## config.mk

```make
export PLATFORM = sky130hd
export DESIGN_NAME = uart_idle_rx
export DESIGN_NICKNAME = d
export VERILOG_FILES = /design/src/rtl/uart_idle_pkg.sv /design/src/rtl/uart_line_sync.sv /design/src/rtl/uart_os_tick.sv /design/src/rtl/uart_frame_rx.sv /design/src/rtl/uart_idle_det.sv /design/src/rtl/uart_idle_rx.sv
export SDC_FILE = /design/constraint.sdc
export NUM_CORES = 1
export LEC_CHECK = 0
export BUFFER_PORTS_ARGS = -buffer_cell sky130_fd_sc_hd__buf_2
export CORE_MARGIN = 1
export CORE_UTILIZATION = 47
export CTS_CLUSTER_SIZE = 16
export DETAILED_ROUTE_END_ITERATION = 10
export PLACE_DENSITY = 0.71
export SLEW_MARGIN = 10
export SYNTH_ARGS = -nofsm -noshare
export SYNTH_HDL_FRONTEND = slang
export SYNTH_HIERARCHICAL = 1
export SYNTH_SLANG_ARGS = --single-unit
```

## constraint.sdc

```tcl
create_clock -name clk_i -period 5.03 [get_ports clk_i]
set_input_delay 0.2515 -clock clk_i [delete_from_list [all_inputs] [get_ports clk_i]]
set_output_delay 0.2515 -clock clk_i [all_outputs]
set_load 0.1 [all_outputs]
```

## src/rtl/uart_idle_pkg.sv

```systemverilog
package uart_idle_pkg;
  typedef enum logic [1:0] {
    RX_WAIT  = 2'd0,
    RX_START = 2'd1,
    RX_DATA  = 2'd2,
    RX_STOP  = 2'd3
  } rx_state_e;
endpackage

```

## src/rtl/uart_line_sync.sv

```systemverilog
module uart_line_sync #(
  parameter int STAGES = 2
) (
  input  logic clk_i,
  input  logic rst_ni,
  input  logic d_i,
  output logic q_o
);
  logic [STAGES-1:0] sr_q;

  always_ff @(posedge clk_i or negedge rst_ni) begin
    if (!rst_ni) sr_q <= '1;
    else         sr_q <= {sr_q[STAGES-2:0], d_i};
  end

  assign q_o = sr_q[STAGES-1];
endmodule

```

## src/rtl/uart_os_tick.sv

```systemverilog
module uart_os_tick #(
  parameter int DIV_W = 16
) (
  input  logic             clk_i,
  input  logic             rst_ni,
  input  logic             en_i,
  input  logic [DIV_W-1:0] div_i,
  output logic             tick_o
);
  logic [DIV_W-1:0] div_q, cnt_q, lim;

  assign lim    = (div_q == '0) ? '0 : div_q - 1'b1;
  assign tick_o = en_i && (cnt_q >= lim);

  always_ff @(posedge clk_i or negedge rst_ni) begin
    if (!rst_ni) begin
      div_q <= '0;
      cnt_q <= '0;
    end else if (!en_i) begin
      div_q <= div_i;   // capture only while disabled
      cnt_q <= '0;
    end else if (tick_o) begin
      cnt_q <= '0;
    end else begin
      cnt_q <= cnt_q + 1'b1;
    end
  end


  div_hold_chk: assert property (@(posedge clk_i) disable iff (!rst_ni)
    (en_i && $past(en_i)) |-> $stable(div_q));
endmodule

```

## src/rtl/uart_frame_rx.sv

```systemverilog
module uart_frame_rx
  import uart_idle_pkg::*;
#(
  parameter int DATA_W = 8,
  parameter int OVS    = 16
) (
  input  logic              clk_i,
  input  logic              rst_ni,
  input  logic              en_i,
  input  logic              tick_i,
  input  logic              rx_s_i,
  output logic [DATA_W-1:0] data_o,
  output logic              valid_o,
  output logic              ferr_o,
  output logic              start_o
);
  localparam int SC_W   = $clog2(OVS);
  localparam int BC_W   = (DATA_W > 1) ? $clog2(DATA_W) : 1;
  localparam int VOTE_A = OVS / 2 - 1;
  localparam int VOTE_B = OVS / 2;
  localparam int VOTE_C = OVS / 2 + 1;

  rx_state_e         state_q;
  logic [SC_W-1:0]   sc_q;
  logic [BC_W-1:0]   bc_q;
  logic [1:0]        vote_q;
  logic [DATA_W-1:0] shreg_q, data_q;
  logic              ferr_q, valid_q, start_q;
  logic              bit_maj;

  assign bit_maj = (vote_q[1] & vote_q[0]) | (vote_q[1] & rx_s_i) | (vote_q[0] & rx_s_i);

  always_ff @(posedge clk_i or negedge rst_ni) begin
    if (!rst_ni) begin
      state_q <= RX_WAIT;
      sc_q    <= '0;
      bc_q    <= '0;
      vote_q  <= '1;
      shreg_q <= '0;
      data_q  <= '0;
      ferr_q  <= 1'b0;
      valid_q <= 1'b0;
      start_q <= 1'b0;
    end else begin
      valid_q <= 1'b0;
      start_q <= 1'b0;
      if (!en_i) begin
        state_q <= RX_WAIT;
        sc_q    <= '0;
      end else if (tick_i) begin
        if (state_q == RX_WAIT) begin
          if (!rx_s_i) begin
            state_q <= RX_START;
            sc_q    <= SC_W'(1);
            start_q <= 1'b1;
          end
        end else begin
          sc_q <= (sc_q == SC_W'(OVS - 1)) ? '0 : sc_q + 1'b1;
          if (sc_q == SC_W'(VOTE_A)) vote_q[0] <= rx_s_i;
          if (sc_q == SC_W'(VOTE_B)) vote_q[1] <= rx_s_i;
          if (sc_q == SC_W'(VOTE_C)) begin
            unique case (state_q)
              RX_START: if (bit_maj) state_q <= RX_WAIT;   // false start
              RX_DATA:  shreg_q <= {bit_maj, shreg_q[DATA_W-1:1]};
              RX_STOP: begin
                data_q  <= shreg_q;
                ferr_q  <= !bit_maj;
                valid_q <= 1'b1;
                state_q <= RX_WAIT;  // release at mid stop bit
              end
              default: ;
            endcase
          end
          if (sc_q == SC_W'(OVS - 1)) begin
            if (state_q == RX_START) begin
              state_q <= RX_DATA;
              bc_q    <= '0;
            end else if (state_q == RX_DATA) begin
              if (bc_q == BC_W'(DATA_W - 1)) state_q <= RX_STOP;
              else                           bc_q    <= bc_q + 1'b1;
            end
          end
        end
      end
    end
  end

  assign data_o  = data_q;
  assign valid_o = valid_q;
  assign ferr_o  = ferr_q;
  assign start_o = start_q;


  valid_pulse_chk: assert property (@(posedge clk_i) disable iff (!rst_ni)
    valid_q |=> !valid_q);

  valid_en_chk: assert property (@(posedge clk_i) disable iff (!rst_ni)
    valid_q |-> $past(en_i));

  start_leaves_wait_chk: assert property (@(posedge clk_i) disable iff (!rst_ni)
    start_q |-> $past(!rx_s_i));
endmodule

```

## src/rtl/uart_idle_det.sv

```systemverilog
module uart_idle_det #(
  parameter int OVS       = 16,
  parameter int IDLE_BITS = 10
) (
  input  logic clk_i,
  input  logic rst_ni,
  input  logic en_i,
  input  logic tick_i,
  input  logic rx_s_i,
  input  logic byte_i,
  input  logic start_i,
  output logic evt_o,
  output logic flag_o
);
  localparam int IDLE_TICKS = OVS * IDLE_BITS;
  localparam int CNT_W      = $clog2(IDLE_TICKS + 1);

  logic             armed_q, evt_q, flag_q;
  logic [CNT_W-1:0] cnt_q;

  always_ff @(posedge clk_i or negedge rst_ni) begin
    if (!rst_ni) begin
      armed_q <= 1'b0;
      evt_q   <= 1'b0;
      flag_q  <= 1'b0;
      cnt_q   <= '0;
    end else begin
      evt_q <= 1'b0;
      if (!en_i) begin
        armed_q <= 1'b0;
        flag_q  <= 1'b0;
        cnt_q   <= '0;
      end else begin
        if (start_i) flag_q <= 1'b0;
        if (byte_i) begin
          armed_q <= 1'b1;
          cnt_q   <= '0;
        end else if (armed_q && tick_i) begin
          if (!rx_s_i) begin
            armed_q <= 1'b0;   // new activity cancels countdown
            cnt_q   <= '0;
          end else if (cnt_q == CNT_W'(IDLE_TICKS - 1)) begin
            evt_q   <= 1'b1;
            flag_q  <= 1'b1;
            armed_q <= 1'b0;
            cnt_q   <= '0;
          end else begin
            cnt_q <= cnt_q + 1'b1;
          end
        end
      end
    end
  end

  assign evt_o  = evt_q;
  assign flag_o = flag_q;


  evt_pulse_chk: assert property (@(posedge clk_i) disable iff (!rst_ni)
    evt_q |=> !evt_q);

  evt_line_high_chk: assert property (@(posedge clk_i) disable iff (!rst_ni)
    evt_q |-> $past(rx_s_i));

  flag_set_chk: assert property (@(posedge clk_i) disable iff (!rst_ni)
    (evt_q && en_i) |-> flag_q);

  flag_clr_chk: assert property (@(posedge clk_i) disable iff (!rst_ni)
    start_i |=> !flag_q);

  evt_en_chk: assert property (@(posedge clk_i) disable iff (!rst_ni)
    !en_i |=> !evt_q);
endmodule

```

## src/rtl/uart_idle_rx.sv

```systemverilog
module uart_idle_rx #(
  parameter int DATA_W      = 8,
  parameter int DIV_W       = 16,
  parameter int OVS         = 16,
  parameter int IDLE_BITS   = 10,
  parameter int SYNC_STAGES = 2
) (
  input  logic              clk_i,
  input  logic              rst_ni,
  input  logic              en_i,
  input  logic              rx_i,
  input  logic [DIV_W-1:0]  baud_div_i,
  output logic [DATA_W-1:0] data_o,
  output logic              valid_o,
  output logic              frame_err_o,
  output logic              idle_evt_o,
  output logic              idle_flag_o
);
  logic rx_s, tick, start;

  uart_line_sync #(.STAGES(SYNC_STAGES)) u_sync (
    .clk_i(clk_i), .rst_ni(rst_ni), .d_i(rx_i), .q_o(rx_s)
  );

  uart_os_tick #(.DIV_W(DIV_W)) u_tick (
    .clk_i(clk_i), .rst_ni(rst_ni), .en_i(en_i), .div_i(baud_div_i), .tick_o(tick)
  );

  uart_frame_rx #(.DATA_W(DATA_W), .OVS(OVS)) u_frame (
    .clk_i(clk_i), .rst_ni(rst_ni), .en_i(en_i), .tick_i(tick), .rx_s_i(rx_s),
    .data_o(data_o), .valid_o(valid_o), .ferr_o(frame_err_o), .start_o(start)
  );

  uart_idle_det #(.OVS(OVS), .IDLE_BITS(IDLE_BITS)) u_idle (
    .clk_i(clk_i), .rst_ni(rst_ni), .en_i(en_i), .tick_i(tick), .rx_s_i(rx_s),
    .byte_i(valid_o), .start_i(start), .evt_o(idle_evt_o), .flag_o(idle_flag_o)
  );
endmodule

```

==> results summary <==
The flow ran to the end, and the final reports show no timing, DRC or antenna violations. The root buffer cell chosen for the clock tree is sky130_fd_sc_hd__clkbuf_8. The area added between synthesis and finish came out at 10.7%.

TritonCTS built the clock tree. The shortest period the worst path allows is 4.06 ns. The worst setup path is of the reg2reg kind. After synthesis, the most frequently instantiated cells are 71 x sky130_fd_sc_hd__dfrtp_1, 33 x sky130_fd_sc_hd__nor2_1, 30 x sky130_fd_sc_hd__ha_1, 30 x sky130_fd_sc_hd__mux2_2, 30 x sky130_fd_sc_hd__nand2_1. The final-report setup violation count is 0. In this run, the number of DRC markers left after iteration 0 of detailed routing was 97. Before antenna repair, the detailed router went through 4 iterations.

After synthesis, the share of flip-flops with an asynchronous set or reset is 100%. The antenna diode count is 0. STA classifies the critical path startpoint as a register. The initial cell density of the core came out at 48.8%. The area share of the largest cell type after synthesis came out at 41.5%.

Based on the critical path, the design can be clocked at up to 246 MHz. The horizontal die dimension is 97.4 µm. The net switching fraction of the power came out at 25.9%.

The worst voltage drop across the vdd grid came out at 0.153 mV. In the final routed layout, each cell accounts on average for 14.5 µm. The core utilization of the finished layout is 54.0%.

Global routing finished with a remaining overflow of 0. Entering global routing, the biggest net connects 76 pins. Measured in cells, the most critical reg-to-reg path has a length of 13. The combinational share of power came out at 8.5%. The floorplan has 34 rows. The static leakage came out at 0.00222 µW.

Synthesis produced a netlist with a net count of 438. The final weighted congestion in routability-driven placement came out at 0.847. The clock group share of total power came out at 39.3%. The primary flip-flop cell chosen by synthesis mapping is sky130_fd_sc_hd__dfrtp_1. The count of buffers from port buffering came out at 31.

The number of antenna-violating nets in the routed design came out at 0. The number of max-cap violations is 0. In the final layout, the share of cells above drive strength 1 is 24.1%. Fill cells in the final layout number 756. The worst slew margin relative to its limit is 38.3%.

The switching component of the power came out at 320 µW. The sum of negative setup slack came out at 0 ns. In this run, flip-flops and latches consume 52.2% of the power. After clock tree synthesis, the clock-pin slew on the worst setup and hold paths is 0.08 ns. The routed via count is 2872. The die is 97.4 µm tall. The worst setup path is captured at a register.

The clock latency of the later-clocked register in the worst-skew pair came out at 0.35 ns. The post-synthesis cell type count came out at 62. Setup slack on the worst reg-to-reg path comes out at 0.97 ns. The final-report max-slew violation count is 0. The sequential element share of the synthesized area came out at 44.0%.

The number of H-tree levels came out at 3. The aggregate routed wire length is 7.75 mm. The hold violation total from the final report came to 0. Among all cell types in the netlist, the one instantiated most often is sky130_fd_sc_hd__dfrtp_1. The highest net fanout along the worst path came out at 16.

For this run, the total global-route usage over all layers was measured as 18.1%. The number of clock sinks seen by CTS came out at 75. Ranked by total cell area, the synthesized netlist is headed by sky130_fd_sc_hd__dfrtp_1 42%, sky130_fd_sc_hd__ha_1 8.8%, sky130_fd_sc_hd__mux2_2 7.9%. Setup repair after global routing left no endpoint under its margin. In this run the power density over the cells is 261 mW/mm².

The number of global-route vias before repair is 2952. In the routed design, unresolved DRC markers number 0. The area of the placeable core came out at 0.00876 mm². The initial antenna violation count is 0. The total number of nets in the final design came out at 472. The worst register-to-register path ends at u_frame/data_o[0]. The wire length of the first global-routing pass is 13.7 mm. The worst hold path belongs to the class in2async. Pin placement for this block handled 32 I/O pins. Using the TritonRoute via totals, the vias-per-cell ratio works out to 5.37. The worst-margin pin slew came out at 0.926 ns.

The area enclosed by the die boundary came out at 0.00949 mm². The setup clock skew after layout is 0.00922 ns. The startpoint of the lowest-slack register-to-register path is u_tick/div_q[11]. The post-synthesis cell type with the largest combined area is sky130_fd_sc_hd__dfrtp_1. The required time at the endpoint of the critical path came out at 5.27 ns. The HPWL after detailed placement came out at 5.67 mm. The register bit count reported by yosys is 75. The number of CTS-inserted buffers is 9. A synthesized cell averages 11.0 µm². The critical path arrival came out at 4.30 ns. The maximum clock insertion buffer count came out at 2. The yosys synthesis warning count is 6. The number of cells produced by synthesis came out at 388.

The cell-internal power is 914 µW. The mapped cell area is 0.00428 mm². The count of flip-flops with a built-in enable after synthesis came out at 0. The final critical path takes up 80.7% of the cycle.
area by class of cell:
type | count | area [µm²] | share of cell area, %
timing repair buffer | 32 | 168 | 3.54
inverter | 19 | 71.3 | 1.51
multi-input combinational | 285 | 2270 | 47.9
tap | 108 | 135 | 2.85
sequential | 75 | 1880 | 39.7
clock buffer | 10 | 138 | 2.91
clock inverter | 6 | 72.6 | 1.53
power groups by stage:
stage / clock network (µW) / logic, µW / registers (µW)
2_1_floorplan: 0 / 72.7 / 650
3_3_place_gp: 0 / 103 / 654
3_5_place_dp: 0 / 106 / 655
4_1_cts: 498 / 108 / 644
5_1_grt: 524 / 122 / 647
6_report: 486 / 105 / 644
how the worst max path moves through the flow:
stage | startpoint | end | slack, ns | cells past startpoint
global route | u_tick/div_q[11] | u_frame/data_o[7] | 0.60 | 13
global placement | u_tick/div_q[11] | u_frame/data_o[2] | 1.06 | 13
CTS | u_tick/div_q[11] | u_frame/data_o[6] | 0.95 | 13
detailed placement | u_tick/div_q[3] | u_frame/data_o[6] | 0.98 | 13
floorplan | u_tick/div_q[11] | u_frame/data_o[0] | 1.43 | 14
finish | u_tick/div_q[11] | u_frame/data_o[0] | 0.97 | 13
through the flow:
stage               area, µm²  instances  power [µW]  hold slack (ns)  worst slack (ns)
floorplan                4280        388         723          -0.0441              1.43
finish                   4740        535        1230           0.0157             0.969
global route             4740        535        1290           0.0864             0.598
CTS                      4740        535        1250           0.0644             0.950
global placement         4520        518         757            0.346              1.06
detailed placement       4520        518         762            0.347             0.977
what timing repair did:
item                      4_1_cts  5_1_grt
hold buffers                    1        0
buffers inserted                0        0
resized for setup               0        0
hold endpoints to repair        1        0
layout by cell type (no fill, tap or decap), drive strengths merged, types with 2 or more instances in the layout:
master / n
and2: 4
nand4: 9
or2: 2
or4: 3
a21oi: 11
o211ai: 3
nand2: 31
nor2b: 6
nand3b: 4
nor4: 3
ha: 30
dfrtp: 71
o21a: 3
mux2: 37
a211oi: 3
o2bb2ai: 4
nor3: 6
a22o: 2
dfstp: 4
mux2i: 2
inv: 21
clkinv: 2
o21ai: 14
nand3: 19
xor2: 17
buf: 31
a2111oi: 3
nand2b: 3
and3b: 2
clkbuf: 10
nor3b: 3
nor2: 34
xnor2: 11
worst max-delay path, cell delays in order (launching register included):
cell                        delay, ns
sky130_fd_sc_hd__dfrtp_1         0.42
sky130_fd_sc_hd__or4_4           0.58
sky130_fd_sc_hd__nor2_4          0.13
sky130_fd_sc_hd__nand4_4         0.19
sky130_fd_sc_hd__and2_1          0.24
sky130_fd_sc_hd__ha_1            0.28
sky130_fd_sc_hd__nand2b_1        0.14
sky130_fd_sc_hd__a2111oi_0       0.39
sky130_fd_sc_hd__o21a_1          0.25
sky130_fd_sc_hd__o21ai_1         0.10
sky130_fd_sc_hd__and2_1          0.27
sky130_fd_sc_hd__and3b_1         0.36
sky130_fd_sc_hd__nand3_4         0.24
sky130_fd_sc_hd__mux2_2          0.35
state kept, by name (all words and copies together) (netlist names):
name	count
u_frame/start_o	1
u_idle/flag_o	1
u_tick/cnt_q	16
u_frame/ferr_o	1
u_frame/data_o	8
u_sync/sr_q	2
u_frame/bc_q	3
u_frame/valid_o	1
u_frame/state_q	2
u_frame/vote_q	2
u_frame/shreg_q	8
u_idle/evt_o	1
u_frame/sc_q	4
u_idle/armed_q	1
u_tick/div_q	16
u_idle/cnt_q	8
per-layer routing:
layer	vias up	GRT usage, %	wire (µm)
met3	10	4.89	209
li1	1437	-	-
met5	-	0	0
met1	1400	22.3	3450
met2	25	30.6	3980
met4	0	6.22	120
logic make-up after synthesis:
family,after synthesis,share of synthesized area [%]
AO/OA/AOI/OAI,52,9.77
XOR/XNOR,28,5.73
adder cells (fa/ha/maj),31,9.01
buffers and inverters,28,2.95
flip-flops,75,44.0
multiplexers,39,10.2
AND/OR/NAND/NOR,135,18.3
No activity file was read; power rests on OpenSTA's default activity.
